[src/rtl/cfg_loader_pkg.sv]
package cfg_loader_pkg;
  localparam int BYTE_W = 8;

  typedef enum logic [2:0] {
    ST_IDLE,
    ST_SETTLE,
    ST_PROG,
    ST_WAIT_INIT,
    ST_FETCH,
    ST_SHIFT,
    ST_FLUSH
  } cfg_state_e;
endpackage

[src/rtl/cfg_step_counter.sv]
module cfg_step_counter #(
  parameter int WIDTH = 17
) (
  input  logic             clk,
  input  logic             rst_n,
  input  logic             clr_i,
  input  logic             inc_i,
  output logic [WIDTH-1:0] count_o
);
  logic [WIDTH-1:0] cnt_q, cnt_d;

  always_comb begin
    cnt_d = cnt_q;
    if (clr_i)      cnt_d = '0;
    else if (inc_i) cnt_d = cnt_q + WIDTH'(1);
  end

  always_ff @(posedge clk or negedge rst_n) begin
    if (!rst_n) cnt_q <= '0;
    else        cnt_q <= cnt_d;
  end

  assign count_o = cnt_q;
endmodule

[src/rtl/cfg_cclk_gen.sv]
module cfg_cclk_gen #(
  parameter int CLK_DIV = 4
) (
  input  logic clk,
  input  logic rst_n,
  input  logic run_i,
  output logic cclk_o,
  output logic pulse_end_o
);
  localparam int PH_W = (CLK_DIV > 2) ? $clog2(CLK_DIV) : 1;
  localparam int HALF = CLK_DIV / 2;

  logic [PH_W-1:0] ph_q, ph_d;

  always_comb begin
    ph_d = ph_q;
    if (!run_i)                           ph_d = '0;
    else if (ph_q == PH_W'(CLK_DIV - 1))  ph_d = '0;
    else                                  ph_d = ph_q + PH_W'(1);
  end

  always_ff @(posedge clk or negedge rst_n) begin
    if (!rst_n) ph_q <= '0;
    else        ph_q <= ph_d;
  end

  assign cclk_o      = run_i && (ph_q >= PH_W'(HALF));
  assign pulse_end_o = run_i && (ph_q == PH_W'(CLK_DIV - 1));

  // a bit period always ends in the high half of the pulse
  a_r5_end_in_high: assert property (@(posedge clk) disable iff (!rst_n)
    pulse_end_o |-> cclk_o);
endmodule

[src/rtl/cfg_byte_shifter.sv]
module cfg_byte_shifter
  import cfg_loader_pkg::*;
(
  input  logic              clk,
  input  logic              rst_n,
  input  logic              load_i,
  input  logic [BYTE_W-1:0] data_i,
  input  logic              shift_i,
  input  logic              clr_i,
  output logic              bit_o,
  output logic              last_o
);
  localparam int BIT_W = $clog2(BYTE_W);

  logic [BYTE_W-1:0] sreg_q, sreg_d;
  logic [BIT_W-1:0]  left_q, left_d;

  always_comb begin
    sreg_d = sreg_q;
    left_d = left_q;
    if (load_i) begin
      sreg_d = data_i;
      left_d = BIT_W'(BYTE_W - 1);
    end else if (shift_i) begin
      sreg_d = {sreg_q[BYTE_W-2:0], 1'b0};
      if (left_q != '0) left_d = left_q - BIT_W'(1);
    end else if (clr_i) begin
      sreg_d = '0;
      left_d = '0;
    end
  end

  always_ff @(posedge clk or negedge rst_n) begin
    if (!rst_n) begin
      sreg_q <= '0;
      left_q <= '0;
    end else begin
      sreg_q <= sreg_d;
      left_q <= left_d;
    end
  end

  assign bit_o  = sreg_q[BYTE_W-1];
  assign last_o = (left_q == '0);

  // a new byte is only loaded once the previous one is fully sent
  a_r6_load_after_last: assert property (@(posedge clk) disable iff (!rst_n)
    load_i |-> last_o);
endmodule

[src/rtl/cfg_serial_loader.sv]
module cfg_serial_loader
  import cfg_loader_pkg::*;
#(
  parameter int SETTLE_CYC       = 64,
  parameter int PROG_LOW_CYC     = 32,
  parameter int INIT_POLL_LIMIT  = 100000,
  parameter int DONE_PULSE_LIMIT = 100000,
  parameter int CLK_DIV          = 4,
  parameter int LEN_W            = 24
) (
  input  logic              clk,
  input  logic              rst_n,
  input  logic              start_i,
  input  logic [LEN_W-1:0]  byte_count_i,
  input  logic [BYTE_W-1:0] s_data_i,
  input  logic              s_valid_i,
  input  logic              s_error_i,
  output logic              s_ready_o,
  output logic              pwr_en_o,
  output logic              prog_b_o,
  output logic              cclk_o,
  output logic              din_o,
  input  logic              init_b_i,
  input  logic              done_i,
  output logic              busy_o,
  output logic              done_ok_o,
  output logic              error_o
);
  localparam int MAX_A   = (SETTLE_CYC > PROG_LOW_CYC) ? SETTLE_CYC : PROG_LOW_CYC;
  localparam int MAX_B   = (INIT_POLL_LIMIT > DONE_PULSE_LIMIT) ? INIT_POLL_LIMIT : DONE_PULSE_LIMIT;
  localparam int CNT_MAX = (MAX_A > MAX_B) ? MAX_A : MAX_B;
  localparam int CNT_W   = $clog2(CNT_MAX + 1);

  cfg_state_e        state_q, state_d;
  logic [LEN_W-1:0]  rem_q, rem_d;
  logic              pwr_q, pwr_d, ok_q, ok_d, err_q, err_d;
  logic              init_s1_q, init_s2_q, done_s1_q, done_s2_q;
  logic              cnt_clr, cnt_inc, load, shift, run, pulse_end, last_bit;
  logic [CNT_W-1:0]  cnt;

  // two-stage synchronizers for the asynchronous target status lines
  always_ff @(posedge clk or negedge rst_n) begin
    if (!rst_n) begin
      init_s1_q <= 1'b0;
      init_s2_q <= 1'b0;
      done_s1_q <= 1'b0;
      done_s2_q <= 1'b0;
    end else begin
      init_s1_q <= init_b_i;
      init_s2_q <= init_s1_q;
      done_s1_q <= done_i;
      done_s2_q <= done_s1_q;
    end
  end

  cfg_step_counter #(.WIDTH(CNT_W)) u_step (
    .clk(clk), .rst_n(rst_n), .clr_i(cnt_clr), .inc_i(cnt_inc), .count_o(cnt));

  assign run = (state_q == ST_SHIFT) || (state_q == ST_FLUSH);

  cfg_cclk_gen #(.CLK_DIV(CLK_DIV)) u_cclk (
    .clk(clk), .rst_n(rst_n), .run_i(run), .cclk_o(cclk_o), .pulse_end_o(pulse_end));

  cfg_byte_shifter u_shift (
    .clk(clk), .rst_n(rst_n), .load_i(load), .data_i(s_data_i), .shift_i(shift),
    .clr_i(!((state_q == ST_FETCH) || (state_q == ST_SHIFT))),
    .bit_o(din_o), .last_o(last_bit));

  always_comb begin
    state_d = state_q;
    rem_d   = rem_q;
    pwr_d   = pwr_q;
    ok_d    = ok_q;
    err_d   = err_q;
    cnt_clr = 1'b0;
    cnt_inc = 1'b0;
    load    = 1'b0;
    shift   = 1'b0;
    unique case (state_q)
      ST_IDLE: if (start_i) begin
        state_d = ST_SETTLE;
        cnt_clr = 1'b1;
        pwr_d   = 1'b1;
        ok_d    = 1'b0;
        err_d   = 1'b0;
        rem_d   = byte_count_i;
      end
      ST_SETTLE: if (cnt == CNT_W'(SETTLE_CYC - 1)) begin
        state_d = ST_PROG;
        cnt_clr = 1'b1;
      end else cnt_inc = 1'b1;
      ST_PROG: if (cnt == CNT_W'(PROG_LOW_CYC - 1)) begin
        state_d = ST_WAIT_INIT;
        cnt_clr = 1'b1;
      end else cnt_inc = 1'b1;
      ST_WAIT_INIT: if (init_s2_q) begin
        state_d = (rem_q == '0) ? ST_FLUSH : ST_FETCH;
        cnt_clr = 1'b1;
      end else if (cnt == CNT_W'(INIT_POLL_LIMIT - 1)) begin
        state_d = ST_IDLE;
        err_d   = 1'b1;
      end else cnt_inc = 1'b1;
      ST_FETCH: if (s_valid_i && !s_error_i) begin
        load    = 1'b1;
        rem_d   = rem_q - LEN_W'(1);
        state_d = ST_SHIFT;
      end else begin
        state_d = ST_IDLE;
        err_d   = 1'b1;
      end
      ST_SHIFT: if (pulse_end) begin
        shift = 1'b1;
        if (last_bit) begin
          state_d = (rem_q == '0) ? ST_FLUSH : ST_FETCH;
          cnt_clr = 1'b1;
        end
      end
      ST_FLUSH: if (done_s2_q) begin
        state_d = ST_IDLE;
        ok_d    = 1'b1;
      end else if (pulse_end) begin
        if (cnt == CNT_W'(DONE_PULSE_LIMIT - 1)) begin
          state_d = ST_IDLE;
          err_d   = 1'b1;
        end else cnt_inc = 1'b1;
      end
      default: state_d = ST_IDLE;
    endcase
  end

  always_ff @(posedge clk or negedge rst_n) begin
    if (!rst_n) begin
      state_q <= ST_IDLE;
      rem_q   <= '0;
      pwr_q   <= 1'b0;
      ok_q    <= 1'b0;
      err_q   <= 1'b0;
    end else begin
      state_q <= state_d;
      rem_q   <= rem_d;
      pwr_q   <= pwr_d;
      ok_q    <= ok_d;
      err_q   <= err_d;
    end
  end

  assign s_ready_o = (state_q == ST_FETCH);
  assign prog_b_o  = (state_q != ST_PROG);
  assign busy_o    = (state_q != ST_IDLE);
  assign pwr_en_o  = pwr_q;
  assign done_ok_o = ok_q;
  assign error_o   = err_q;

  // data moves only while the configuration clock is low
  a_r5_din_quiet: assert property (@(posedge clk) disable iff (!rst_n)
    !$stable(din_o) |-> !cclk_o);
  // data is steady across every rising clock edge
  a_r5_rise_stable: assert property (@(posedge clk) disable iff (!rst_n)
    $rose(cclk_o) |-> $stable(din_o));
  // program pulse only with power on and the clock parked
  a_r2_prog_powered: assert property (@(posedge clk) disable iff (!rst_n)
    !prog_b_o |-> (pwr_en_o && !cclk_o));
  // bytes are taken with the clock low
  a_r6_fetch_clock_low: assert property (@(posedge clk) disable iff (!rst_n)
    s_ready_o |-> !cclk_o);
  // result flags never both set
  a_r12_flags_exclusive: assert property (@(posedge clk) disable iff (!rst_n)
    !(done_ok_o && error_o));
  // every run ends with exactly one result
  a_r12_end_result: assert property (@(posedge clk) disable iff (!rst_n)
    $fell(busy_o) |-> (done_ok_o ^ error_o));
endmodule

[config.mk]
export PLATFORM = sky130hd
export DESIGN_NAME = cfg_serial_loader
export DESIGN_NICKNAME = d
export VERILOG_FILES = /design/src/rtl/cfg_loader_pkg.sv /design/src/rtl/cfg_step_counter.sv /design/src/rtl/cfg_cclk_gen.sv /design/src/rtl/cfg_byte_shifter.sv /design/src/rtl/cfg_serial_loader.sv
export SDC_FILE = /design/constraint.sdc
export NUM_CORES = 1
export LEC_CHECK = 0
export ABC_AREA = 1
export BUFFER_PORTS_ARGS = -buffer_cell sky130_fd_sc_hd__buf_2
export CAP_MARGIN = 20
export CORE_ASPECT_RATIO = 0.7
export CORE_MARGIN = 2
export CORE_UTILIZATION = 50
export DETAILED_ROUTE_END_ITERATION = 16
export PLACE_DENSITY = 0.73
export REMOVE_ABC_BUFFERS = 1
export SYNTH_ARGS = -nofsm -noshare
export SYNTH_HDL_FRONTEND = slang
export SYNTH_HIERARCHICAL = 1
export SYNTH_SLANG_ARGS = --single-unit
export TNS_END_PERCENT = 10
[constraint.sdc]
create_clock -name clk -period 2.2 [get_ports clk]
set_input_delay 0.11 -clock clk [delete_from_list [all_inputs] [get_ports clk]]
set_output_delay 0.11 -clock clk [all_outputs]
set_load 0.03 [all_outputs]
After elaboration in Yosys (flattened, before gate mapping)
Index checks and enable logic that the tools add are counted.
- input bits: 39
- memories: 0
- RAM bits: 0
- register bits after elaboration: 64
- memory bits (read-only): 0
- output and inout bits: 8
- logic and storage cells: 117
- bits in latches: 0
- bitwise operators: 0
- $lt $le $gt $ge: 1
- div/mod/pow operators: 0
- eq/ne operators: 25
- multiplexer cells: 53
- add/sub/neg operators: 4
- reductions and logical operators: 21
- $mul: 0
- shift operators: 0
- operators with widths (cell ; number):
    2-to-1 mux 24 bit ; 2
    one-hot mux 24 bit (2 select lines) ; 1
    2-to-1 mux 3 bit ; 14
    2-to-1 mux 17 bit ; 2
    logical NOT 24 bit ; 1
    2-to-1 mux 8 bit ; 3
    subtractor 24 x 1 -> 24 bit (second input constant) ; 1
    2-to-1 mux 1 bit ; 23
    one-hot mux 3 bit (7 select lines) ; 1
    != test 2 bit (second input constant) ; 10
    adder 17 x 1 -> 17 bit (second input constant) ; 1
    equality test 17 bit (second input constant) ; 1
    equality test 17 x 5 -> 1 bit (second input constant) ; 1
    equality test 17 x 6 -> 1 bit (second input constant) ; 1
    AND reduction 6 bit ; 2
    equality test 3 bit (second input constant) ; 3
    one-hot mux 1 bit (4 select lines) ; 2
    equality test 3 x 2 -> 1 bit (second input constant) ; 2
    logical NOT 3 bit ; 2
    2-to-1 mux 2 bit ; 3
    != test 3 x 2 -> 1 bit (second input constant) ; 2
    != test 3 bit (second input constant) ; 2
    AND reduction 3 bit ; 2
    nonzero test 2 bit ; 3
    14 further kinds ; 19

Depth between registers and ports, before layout
Gate-level depths: netlist of the first run.
- depth in word-level cells: 8
- gate-level depth with buffers: 17
- gate-level depth less buffers: 17

Modules after synthesis
Netlist of the first run, hierarchy kept.
- modules (own cells, without submodules) (module ; cells each ; area each (um^2) ; seq. area each (um^2) ; instances):
    cfg_serial_loader ; 425 ; 2662.6 ; 850.8 ; 1
    cfg_step_counter ; 123 ; 963.4 ; 425.4 ; 1
    cfg_byte_shifter ; 77 ; 623.1 ; 275.3 ; 1
    cfg_cclk_gen ; 12 ; 105.1 ; 50.0 ; 1

Worst setup path after synthesis of the first run
Ideal clock, no wire load.
- path kind: register to register
- start point: register state_q[0]
- end point: register u_step.cnt_q[11] (netlist: u_step/count_o[11])
- buffers on the path: 0
- library setup time: 0.123 ns
- setup slack: 0.201 ns
- period minus slack after synthesis: 1.999 ns
- data required time: 2.077 ns
- cell stages (with the launch flop): 16
- arrival time: 1.876 ns
- path through: dfrtp_1 nand2_1 inv_1 nand2_1 nand2_1 nand2_1 inv_1 nand2_1 o21ai_0 nor2_1 o211ai_1 nor2_4 nor2_4 nand2_4 nor3b_1 nor2_1
- elaborated cells on any way between the ends: 15
- those cells by class: 5 x eq/ne; 6 x mux; 4 x reduce/logical
- RTL lines (item ; RTL line ; RTL):
    start: declaration ; cfg_serial_loader.sv:34 ; cfg_state_e state_q, state_d;
    start signal: assignment ; cfg_serial_loader.sv:139 ; state_q <= state_d;
    equality test 3 bit ; cfg_serial_loader.sv:59 ; assign run = (state_q == ST_SHIFT) || (state_q == ST_FLUSH);
    logical OR 1 bit * ; cfg_serial_loader.sv:59 ;
    via run ; cfg_serial_loader.sv:38 ; logic cnt_clr, cnt_inc, load, shift, run, pulse_end, last_bit;
    logical AND 1 bit * ; cfg_cclk_gen.sv:28 ; assign pulse_end_o = run_i && (ph_q == PH_W'(CLK_DIV - 1));
    via pulse_end ; cfg_serial_loader.sv:38 ;
    2-to-1 mux 1 bit * ; cfg_serial_loader.sv:111 ; ST_SHIFT: if (pulse_end) begin
    one-hot mux 1 bit (5 select lines) * ; cfg_serial_loader.sv:79 ; unique case (state_q)
    via cnt_clr ; cfg_serial_loader.sv:38 ;
    2-to-1 mux 17 bit / nonzero test 2 bit (equally long branches) ; - ;
    end signal: assignment ; cfg_step_counter.sv:20 ; else cnt_q <= cnt_d;
    end: declaration ; cfg_step_counter.sv:10 ; logic [WIDTH-1:0] cnt_q, cnt_d;
Mark *: on every way through the listed nets, which the timed path passes. The rest lies on a longest branch.
A chain may end at the register's enable or synchronous reset.

Worst setup path in the final report of the first run
- start point: register state_q[0]
- end point: register u_step.cnt_q[14] (netlist: u_step/count_o[14])
The elaborated chain is that of the path after synthesis.

==> flow_summary.json, run 1 <==
{
  "switching_share_pct": 42.5,
  "nets": 748,
  "fp.coreArea_sq_um": 8440,
  "hold_start": "s_data_i[4]",
  "ir_worst_vdd_v": 0.000691,
  "ioPinCount": 47,
  "cts_root_buf": "clkbuf_16",
  "drtIter0Drc": 277,
  "yosysSeqAreaShare_pct": 36.8,
  "postRouteAntennaNets": 0,
  "synth_cell_types": 36,
  "yosys_warnings": 6,
  "power_switching_uw": 2590,
  "worst-setup-path-type": "flip-flop to flip-flop",
  "syn2layout_area_growth_pct": 19.3,
  "crit_path_start_kind": "flip-flop",
  "routed_wl_mm": 10.4,
  "synthArstFlopShare_pct": 100,
  "grt_pass1_wl_mm": 17.2,
  "power.share.clock_pct": 26.6,
  "fp.dieH_microns": 82.1,
  "cp_data_arrival_time_ns": 2.42,
  "cp-end-kind": "flip-flop",
  "netlist.area_leader.share_pct": 36.8,
  "drive_gt1_share_pct": 20.2,
  "finalPower_uw": 6110,
  "synth_area_leader_cell": "dfrtp_1",
  "slew_headroom_pct": 73.8,
  "via_per_inst": 5.06,
  "hold_class": "input pin to flip-flop",
  "cts.sinks": 64,
  "h-tree-depth": 3,
  "cts_tree": "yes",
  "hold_violations": 0,
  "min_period_ns": 2.16,
  "fin_crit_sh_pct": 98.2,
  "outcome": "finished, final reports clean",
  "drc": 0,
  "syn_area_sq_um": 4350,
  "antenna_found_initial": 0,
  "synth_area_per_cell_sq_um": 6.84,
  "dp_hpwl_mm": 7.32,
  "worstSetupStartpoint": "state_q[0]$_DFFE_PN0P_",
  "grt_pass1_vias": 3808,
  "power_density_nw_per_um2": 1180,
  "place.gp.congestion": 0.929,
  "r2r_slack_ns": 0.04,
  "initial_core_util_pct": 51.6,
  "track_usage_pct": 23.1,
  "reg2reg_from": "state_q[0]$_DFFE_PN0P_",
  "grt_max_degree": 65,
  "vias": 4181,
  "antennaDiodeCount": 0,
  "hold_slack_ns": 0.00850,
  "yosysMostFrequentCell": "nand2_1",
  "synthFlopType": "dfrtp_1",
  "synth_edf_count": 0,
  "grt_overflow_total": 0,
  "synth_area_leaders": "dfrtp_1 (37%), nand2_1 (16%), nor2_1 (9.1%)",
  "clockBufferDepth": 2,
  "required_ns": 2.46,
  "die_x_microns": 116,
  "fill_cells": 782,
  "cts_buffers": 9,
  "fmax_mhz": 463,
  "firstDrtPassIters": 5,
  "cap_viol_max_count": 0,
  "num_rows": 28,
  "combPwrFrac_pct": 43.2,
  "layout.cells.non_filler": 827,
  "slew_violations": 0,
  "setup_violations": 0,
  "ys_ff_latch": 64,
  "max_slew.worst_pin.slew_ns": 0.393,
  "die-area_sq_um": 9480,
  "p_int_uw": 3510,
  "skew_ns": 0.00625,
  "synthCells": 637,
  "power.leakage_uw": 0.00268,
  "seq_power_share_pct": 30.1,
  "clk-insertion-delay-late_ns": 0.33,
  "placedCellCount": 801,
  "routedWlPerCell_microns": 12.6,
  "cp_max_fo": 3,
  "synth_common_cells": "nand2_1 (189), nor2_1 (105), inv_1 (77)",
  "fin_setup_tns_ns": 0,
  "port_buffers": 46,
  "path_clk_slew_ns": 0.05
}
sequential cells by signal (all words and copies together), names as in the netlist, 2 cells and up:
| signal | count |
|---|---|
| rem_q | 24 |
| u_step/count_o | 17 |
| u_shift/sreg_q | 8 |
| state_q | 3 |
| u_shift/left_q | 3 |
| u_cclk/ph_q | 2 |
layout by cell type, fill, tap and decap left out, types with 5 or more instances in the layout:
| cell type | instances |
|---|---|
| a21oi_1 | 15 |
| dlygate4sd3_1 | 5 |
| buf_4 | 13 |
| inv_2 | 10 |
| o21ai_0 | 31 |
| nor2_2 | 19 |
| inv_1 | 72 |
| nand2_4 | 9 |
| nand4_1 | 13 |
| nand2_2 | 6 |
| clkbuf_16 | 9 |
| dfrtp_1 | 62 |
| nand3_1 | 44 |
| nor2_4 | 9 |
| nand2_1 | 186 |
| buf_2 | 46 |
| nor2_1 | 102 |
| ha_1 | 7 |
layer usage:
layer / vias up / routed length [microns] / GRT usage, %
li1: 2130 / - / -
met4: 0 / 123 / 7.59
met1: 1909 / 5230 / 32.6
met3: 12 / 544 / 5.02
met5: - / 0 / 0
met2: 130 / 4530 / 35.4
worst max-delay path, stage by stage (launching register included):
cell,delay [ns]
dfrtp_1,0.40
nand2_2,0.09
inv_2,0.07
nand2_1,0.07
nand2_1,0.11
nand2_2,0.06
inv_2,0.08
nand2_2,0.07
o21ai_2,0.16
nor2_1,0.07
o211ai_1,0.09
buf_4,0.18
nor2_4,0.05
nor2_4,0.15
nand4_1,0.16
nand2_1,0.12
nand2_1,0.06
nor2_1,0.10
power by group through the flow:
| stage | clock network [uW] | registers (uW) | logic, uW |
|---|---|---|---|
| after detailed placement | 0 | 1830 | 2510 |
| after global routing | 1700 | 1870 | 2990 |
| after CTS | 1650 | 1810 | 2550 |
| after floorplan | 0 | 1800 | 1820 |
| after global placement | 0 | 1810 | 2470 |
| final | 1630 | 1840 | 2640 |
kinds of logic (layout without fill, tap and decap cells):
family,after synthesis,in the layout,share of synthesized area (%)
DFF,64,64,36.8
xor gates and xnor gates,4,4,0.805
adders and majority gates,7,7,2.01
and+or+nand+nor,399,399,41.6
AOI/OAI and AO/OA,66,66,8.53
buffers and inverters,97,167,10.3
area by class of cell:
class / instances / area, sq um / share of cell area [%]
Clock buffer: 10 / 229 / 4.41
Clock inverter: 6 / 108 / 2.07
Inverter: 85 / 337 / 6.48
Multi-Input combinational cell: 476 / 2350 / 45.2
Sequential cell: 64 / 1600 / 30.9
Tap cell: 120 / 150 / 2.89
Timing Repair Buffer: 66 / 418 / 8.04
final timing paths:
kind | end | cells after the start
worst max register to register | u_step/count_o[14]$_DFFE_PN0P_ | 17
worst min register to register | done_s2_q$_DFF_PN0_ | 0
worst max-delay path | u_step/count_o[14]$_DFFE_PN0P_ | 17
worst min-delay path | u_shift/sreg_q[4]$_DFFE_PN0P_ | 3
max in group asynchronous | state_q[1]$_DFFE_PN0P_ | 3
min in group asynchronous | u_step/count_o[14]$_DFFE_PN0P_ | 3
stage by stage:
stage          worst slack [ns]  utilization [%]  cell area (sq um)
6_report                 0.0395             61.5               5190
5_1_grt                 -0.0788             61.5               5190
4_1_cts                 0.00180             60.5               5110
3_5_place_dp             0.0214             56.0               4720
3_3_place_gp              0.195             56.0               4720
2_1_floorplan            0.0723                -               4240
what timing repair did:
action	4_1_cts	5_1_grt
setup buffers	0	5
gates resized for setup	0	22
hold buffers	5	0
hold endpoints to repair	68	0
setup endpoints to repair	0	16
Power figures use the tool's default switching activity.
==> run 2: changes to the inputs <==
--- a/config.mk
+++ b/config.mk
@@ -5,7 +5,7 @@
 export SDC_FILE = /design/constraint.sdc
 export NUM_CORES = 1
 export LEC_CHECK = 0
-export ABC_AREA = 1
+export ABC_AREA = 0
 export BUFFER_PORTS_ARGS = -buffer_cell sky130_fd_sc_hd__buf_2
 export CAP_MARGIN = 20
 export CORE_ASPECT_RATIO = 0.7
==> run 2 against run 1 <==
The run now ends with setup timing left. Maximum frequency is 20% lower. Flip-flop and latch count stayed put. Sequential power hardly changed. Largest cell class unchanged.
==> flow_summary.json, run 2 <==
{
  "required_ns": 2.48,
  "hold_violations": 0,
  "cp_max_fo": 4,
  "h-tree-depth": 3,
  "routedWlPerCell_microns": 16.1,
  "port_buffers": 46,
  "crit_cells": 11,
  "syn_area_sq_um": 3890,
  "cts_tree": "yes",
  "die-area_sq_um": 8510,
  "fp.dieH_microns": 77.8,
  "track_usage_pct": 25.9,
  "grt_max_degree": 65,
  "pre_cts_ws_ns": -0.649,
  "fin_setup_tns_ns": -2.87,
  "skew_ns": 0.0112,
  "synthCells": 428,
  "synthFlopType": "dfrtp_1",
  "cap_viol_max_count": 0,
  "cts_root_buf": "clkbuf_8",
  "via_per_inst": 5.83,
  "cts_buffers": 9,
  "cp_slowest_cell": "or4_1",
  "path_cells": "nand2b_4 > a21oi_2 > and2_4 > and3_1 > a41oi_1 > o211ai_1 > o21a_1 > nor2_2 > or3_4 > or4_1 > a21oi_1",
  "vias": 3797,
  "yosysMostFrequentCell": "dfrtp_1",
  "hold_class": "input pin to flip-flop",
  "grt_util_met2_pct": 36.6,
  "synth_cell_types": 73,
  "fmax_mhz": 368,
  "yosys_warnings": 6,
  "min_period_ns": 2.72,
  "grt_pass1_vias": 3688,
  "initial_core_util_pct": 52.4,
  "crit_path_start_kind": "flip-flop",
  "regMostFlops": "rem_q",
  "holdPathStages": 3,
  "hold_slack_ns": 0.0243,
  "grt_overflow_total": 0,
  "synth_edf_count": 0,
  "synth_area_leaders": "dfrtp_1 (41%), o21ai_0 (5.0%), a21oi_1 (4.4%)",
  "path_clk_slew_ns": 0.07,
  "crit_path_max_incr_delay_ns": 0.50,
  "firstDrtPassIters": 5,
  "num_rows": 26,
  "r2r_slack_ns": -0.52,
  "antenna_found_initial": 0,
  "slew_headroom_pct": 43.6,
  "grt_use_met3_pct": 6.47,
  "place.gp.congestion": 0.915,
  "ys_ff_latch": 64,
  "synth_area_per_cell_sq_um": 9.08,
  "yosysSeqAreaShare_pct": 41.2,
  "nets": 594,
  "fill_cells": 584,
  "drc": 0,
  "cp_top_family": "simple AND/OR/NAND/NOR gates",
  "fp.coreArea_sq_um": 7420,
  "antennaDiodeCount": 0,
  "grt_busiest_layer": "met1",
  "dp_hpwl_mm": 7.09,
  "postRouteAntennaNets": 0,
  "clk-insertion-delay-late_ns": 0.35,
  "drive_gt1_share_pct": 32.7,
  "final_core_util_pct": 69.3,
  "max_slew.worst_pin.slew_ns": 0.846,
  "synth_area_leader_cell": "dfrtp_1",
  "final_cell_mix": "buf_4 (74), dfrtp_1 (64), buf_2 (46), nor2_1 (40), o21ai_0 (38)",
  "netlist.area_leader.share_pct": 41.2,
  "power.leakage_uw": 0.00228,
  "routed_wl_mm": 10.5,
  "cts.sinks": 64,
  "syn2layout_area_growth_pct": 32.2,
  "grt_util_met1_pct": 38.5,
  "cp-end-kind": "flip-flop",
  "violations": "setup timing",
  "cp_data_arrival_time_ns": 3.00,
  "outcome": "finished with violations",
  "largest_register_ffs": 24,
  "setup_ws_ns": -0.517,
  "finalPower_uw": 5160,
  "cp_num_buf_inv": 0,
  "ioPinCount": 47,
  "die_x_microns": 109,
  "clockBufferDepth": 2,
  "drtIter0Drc": 370,
  "slew_violations": 0,
  "grt_pass1_wl_mm": 17.3,
  "rsz0062_at_grt": "yes",
  "synthArstFlopShare_pct": 100,
  "mostFrequentLayoutCell": "buf_4",
  "worst-setup-path-type": "flip-flop to flip-flop",
  "r2r.worst_path.cells": 11,
  "setup_violations": 12,
  "fin_crit_sh_pct": 124,
  "synth_common_cells": "dfrtp_1 (64), nor2_1 (41), o21ai_0 (39)",
  "ir_worst_vdd_v": 0.000788,
  "power_density_nw_per_um2": 1000
}
## run 2: kinds of logic (layout without fill, tap and decap cells)
kind of cell             Yosys count  after routing  synth area share, %
AO/OA/AOI/OAI                    136            136                 21.8
XOR/XNOR                          11             11                 2.48
AND/OR/NAND/NOR                  164            164                 25.3
buffers and inverters             41            166                 5.60
adder cells (fa/ha/maj)            7              7                 2.25
multiplexers                       5              5                 1.35
flip-flops                        64             64                 41.2
## run 2: layout make-up
cell class	instances	area [sq um]	share of cell area [%]
Multi-Input combinational cell	323	2230	43.4
Sequential cell	64	1600	31.2
Timing Repair Buffer	134	937	18.2
Clock buffer	13	169	3.29
Tap cell	98	123	2.39
Inverter	16	61.3	1.19
Clock inverter	3	15.0	0.292
## run 2: routing by layer
metal  up-vias  wire length [microns]
met1      1841                   5180
met3        13                    598
met2       132                   4600
met4         0                    111
met5         -                      0
li1       1811                      -
## run 2: worst min-delay path: cells and delay by family
family	cells	cell delay (ns)
buf+inv	1	0.07
compound gates	2	0.15
## run 2: worst paths after layout
check / start / end
min in group asynchronous: rst_n / rem_q[20]$_DFFE_PN0P_
setup / recovery: state_q[1]$_DFFE_PN0P_ / u_step/count_o[15]$_DFFE_PN0P_
hold / removal: byte_count_i[7] / rem_q[7]$_DFFE_PN0P_
max in group asynchronous: rst_n / u_cclk/ph_q[0]$_DFF_PN0_
hold reg to reg: init_s1_q$_DFF_PN0_ / init_s2_q$_DFF_PN0_
setup reg to reg: state_q[1]$_DFFE_PN0P_ / u_step/count_o[15]$_DFFE_PN0P_
## run 2: metrics by stage
stage	cells	area [sq um]
after global placement	611	4580
after CTS	649	5080
final	651	5140
after global routing	651	5140
after detailed placement	611	4580
after floorplan	403	3730
## run 2: report_power, final
part           switching, uW  internal (uW)
registers                346           1470
clock network            448            496
logic                   1320           1080
total                   2110           3040
## run 2: what timing repair did
item / CTS / global route
setup buffers: 10 / 2
gates resized for setup: 23 / 10
pin swaps: 13 / 6
hold buffers: 12 / 0
endpoints found under the setup margin: 14 / 18
endpoints found under the hold margin: 75 / 0
==> run 3: changes to the inputs <==
--- a/config.mk
+++ b/config.mk
@@ -8,12 +8,12 @@
 export ABC_AREA = 0
 export BUFFER_PORTS_ARGS = -buffer_cell sky130_fd_sc_hd__buf_2
 export CAP_MARGIN = 20
+export CELL_PAD_IN_SITES_DETAIL_PLACEMENT = 2
+export CELL_PAD_IN_SITES_GLOBAL_PLACEMENT = 2
 export CORE_ASPECT_RATIO = 0.7
-export CORE_MARGIN = 2
-export CORE_UTILIZATION = 50
+export CORE_UTILIZATION = 36
 export DETAILED_ROUTE_END_ITERATION = 16
-export PLACE_DENSITY = 0.73
-export REMOVE_ABC_BUFFERS = 1
+export PLACE_DENSITY = 0.83
 export SYNTH_ARGS = -nofsm -noshare
 export SYNTH_HDL_FRONTEND = slang
 export SYNTH_HIERARCHICAL = 1
==> run 3 against run 2 <==
The flow still finishes with violations (setup timing). Clock-buffer cell count shrank 2. Core utilization down 17 points. Design area grew 5.4%. Sequential share of layout area down 1.6 points. Clock power rose by 67%. Clock skew rose by 0.0048 ns.
==> flow_summary.json, run 3 (synthesis gave the netlist of run 2 again) <==
{
  "place.gp.congestion": 0.857,
  "routed_wl_mm": 21.5,
  "clk-insertion-delay-late_ns": 0.36,
  "grt_pass1_vias": 4634,
  "skew_ns": 0.0160,
  "cp_max_fo": 3,
  "combPwrFrac_pct": 46.0,
  "drtIter0Drc": 362,
  "die-area_sq_um": 11200,
  "cts_tree": "yes",
  "h-tree-depth": 3,
  "drc": 0,
  "ir_worst_vdd_v": 0.000641,
  "die_x_microns": 126,
  "grt_overflow_total": 0,
  "track_usage_pct": 35.1,
  "worst-setup-path-type": "flip-flop to flip-flop",
  "via_per_inst": 6.45,
  "cts_buffers": 9,
  "required_ns": 2.45,
  "grt_util_met1_pct": 40.1,
  "clockBufferDepth": 2,
  "cap_viol_max_count": 0,
  "slew_headroom_pct": 55.3,
  "nets": 597,
  "cts.sinks": 64,
  "slew_violations": 0,
  "syn2layout_area_growth_pct": 39.3,
  "ioPinCount": 47,
  "mostFrequentLayoutCell": "buf_4",
  "setup_violations": 29,
  "synth_fp_nets": 474,
  "grt_busiest_layer": "met2",
  "num_rows": 31,
  "fmax_mhz": 331,
  "dp_hpwl_mm": 10.4,
  "switching_share_pct": 45.9,
  "port_buffers": 46,
  "antennaDiodeCount": 0,
  "p_int_uw": 3510,
  "min_period_ns": 3.02,
  "rsz0062_at_grt": "yes",
  "routedWlPerCell_microns": 31.2,
  "grt_pass1_wl_mm": 28.5,
  "holdPathStages": 3,
  "seq_power_share_pct": 29.7,
  "grt_use_met3_pct": 9.22,
  "antenna_found_initial": 0,
  "vias": 4438,
  "firstDrtPassIters": 4,
  "largest_register_ffs": 24,
  "r2r.worst_path.cells": 11,
  "fill_cells": 1085,
  "cts_root_buf": "clkbuf_16",
  "drive_gt1_share_pct": 36.2,
  "hold_class": "input pin to flip-flop",
  "power.leakage_uw": 0.00240,
  "postRouteAntennaNets": 0,
  "setup_ws_ns": -0.818,
  "max_slew.worst_pin.slew_ns": 0.670,
  "fp.coreArea_sq_um": 10400,
  "regMostFlops": "rem_q",
  "power.share.clock_pct": 24.3,
  "cp-end-kind": "flip-flop",
  "grt_util_met2_pct": 61.8,
  "final_cell_area_sq_um": 5420,
  "outcome": "finished with violations",
  "fp.dieH_microns": 88.9,
  "fin_crit_sh_pct": 137,
  "hold_violations": 0,
  "grt_max_degree": 40,
  "final_cell_mix": "buf_4 (79), dfrtp_1 (63), buf_2 (46), nor2_1 (39), o21ai_0 (38)",
  "initial_core_util_pct": 37.3,
  "placedCellCount": 649,
  "violations": "setup timing",
  "path_clk_slew_ns": 0.07,
  "layout.cells.non_filler": 688,
  "crit_path_start_kind": "flip-flop",
  "cp_data_arrival_time_ns": 3.27,
  "power_density_nw_per_um2": 1200,
  "power_switching_uw": 2970,
  "placed_area_sq_um": 4700
}
## run 3: cell count changes in the layout (fill, tap and decap cells not counted), sizes merged
cell / before / now
clkinvlp: 0 / 2
bufinv: 0 / 1
clkbuf: 13 / 11
buf: 122 / 129
dlygate4sd3: 12 / 8
clkinv: 5 / 4
## run 3: worst max-delay path, stage by stage (launching register included)
cell	delay, ns
dfrtp_1	0.47
nor4bb_4	0.41
buf_4	0.18
and4b_1	0.24
a31oi_1	0.12
nor2_1	0.17
o21a_2	0.20
buf_4	0.15
o211ai_1	0.11
or2_4	0.31
nor4_4	0.20
mux2_4	0.33
## run 3: worst paths after layout
kind	startpoint	to	slack [ns]
setup reg to reg	u_step/count_o[12]$_DFFE_PN0P_	u_step/count_o[16]$_DFFE_PN0P_	-0.82
hold / removal	s_data_i[0]	u_shift/sreg_q[0]$_DFFE_PN0P_	0.004
hold reg to reg	done_s1_q$_DFF_PN0_	done_s2_q$_DFF_PN0_	0.35
setup / recovery	u_step/count_o[12]$_DFFE_PN0P_	u_step/count_o[16]$_DFFE_PN0P_	-0.82
min in group asynchronous	rst_n	u_shift/sreg_q[6]$_DFFE_PN0P_	0.33
max in group asynchronous	rst_n	u_step/count_o[14]$_DFFE_PN0P_	1.18
## run 3: power groups by stage
stage	clock (uW)	sequential [uW]	combinational, uW
after floorplan	0	1810	1470
after global placement	0	1810	2180
after detailed placement	0	1860	2350
after CTS	1540	1850	2630
after global routing	1630	1940	3100
final	1580	1920	2980
## run 3: final cells by class
cell class | instances | area, sq um | share of cell area [%]
inverter | 16 | 66.3 | 1.22
clock inverter | 5 | 55.1 | 1.02
multi-input combinational | 323 | 2310 | 42.6
sequential | 64 | 1600 | 29.6
timing repair buffer | 137 | 966 | 17.8
clock buffer | 11 | 253 | 4.67
tap | 132 | 165 | 3.05
## run 3: what timing repair did
| item | CTS | global route |
|---|---|---|
| pin swaps | 14 | 12 |
| resized for setup | 26 | 17 |
| setup endpoints to repair | 20 | 36 |
| hold buffers | 8 | 0 |
| hold endpoints to repair | 32 | 0 |
| buffers inserted | 9 | 6 |
## run 3: routing by layer
metal	vias up	routed length, microns
met5	-	0
met4	0	1220
met3	99	1240
met2	245	10200
met1	2264	8770
li1	1830	-
## run 3: per-stage QoR
stage | worst slack (ns) | setup TNS [ns] | util (%) | hold WS, ns | total power (uW)
2_1_floorplan | -0.377 | -1.49 | - | -0.186 | 3290
3_3_place_gp | -0.452 | -3.25 | 45.0 | 0.177 | 3990
3_5_place_dp | -0.745 | -7.03 | 45.0 | 0.186 | 4210
4_1_cts | -0.635 | -5.41 | 50.7 | 0.0140 | 6020
5_1_grt | -0.848 | -11.51 | 51.9 | 0.00949 | 6670
6_report | -0.818 | -10.15 | 51.9 | 0.00448 | 6480
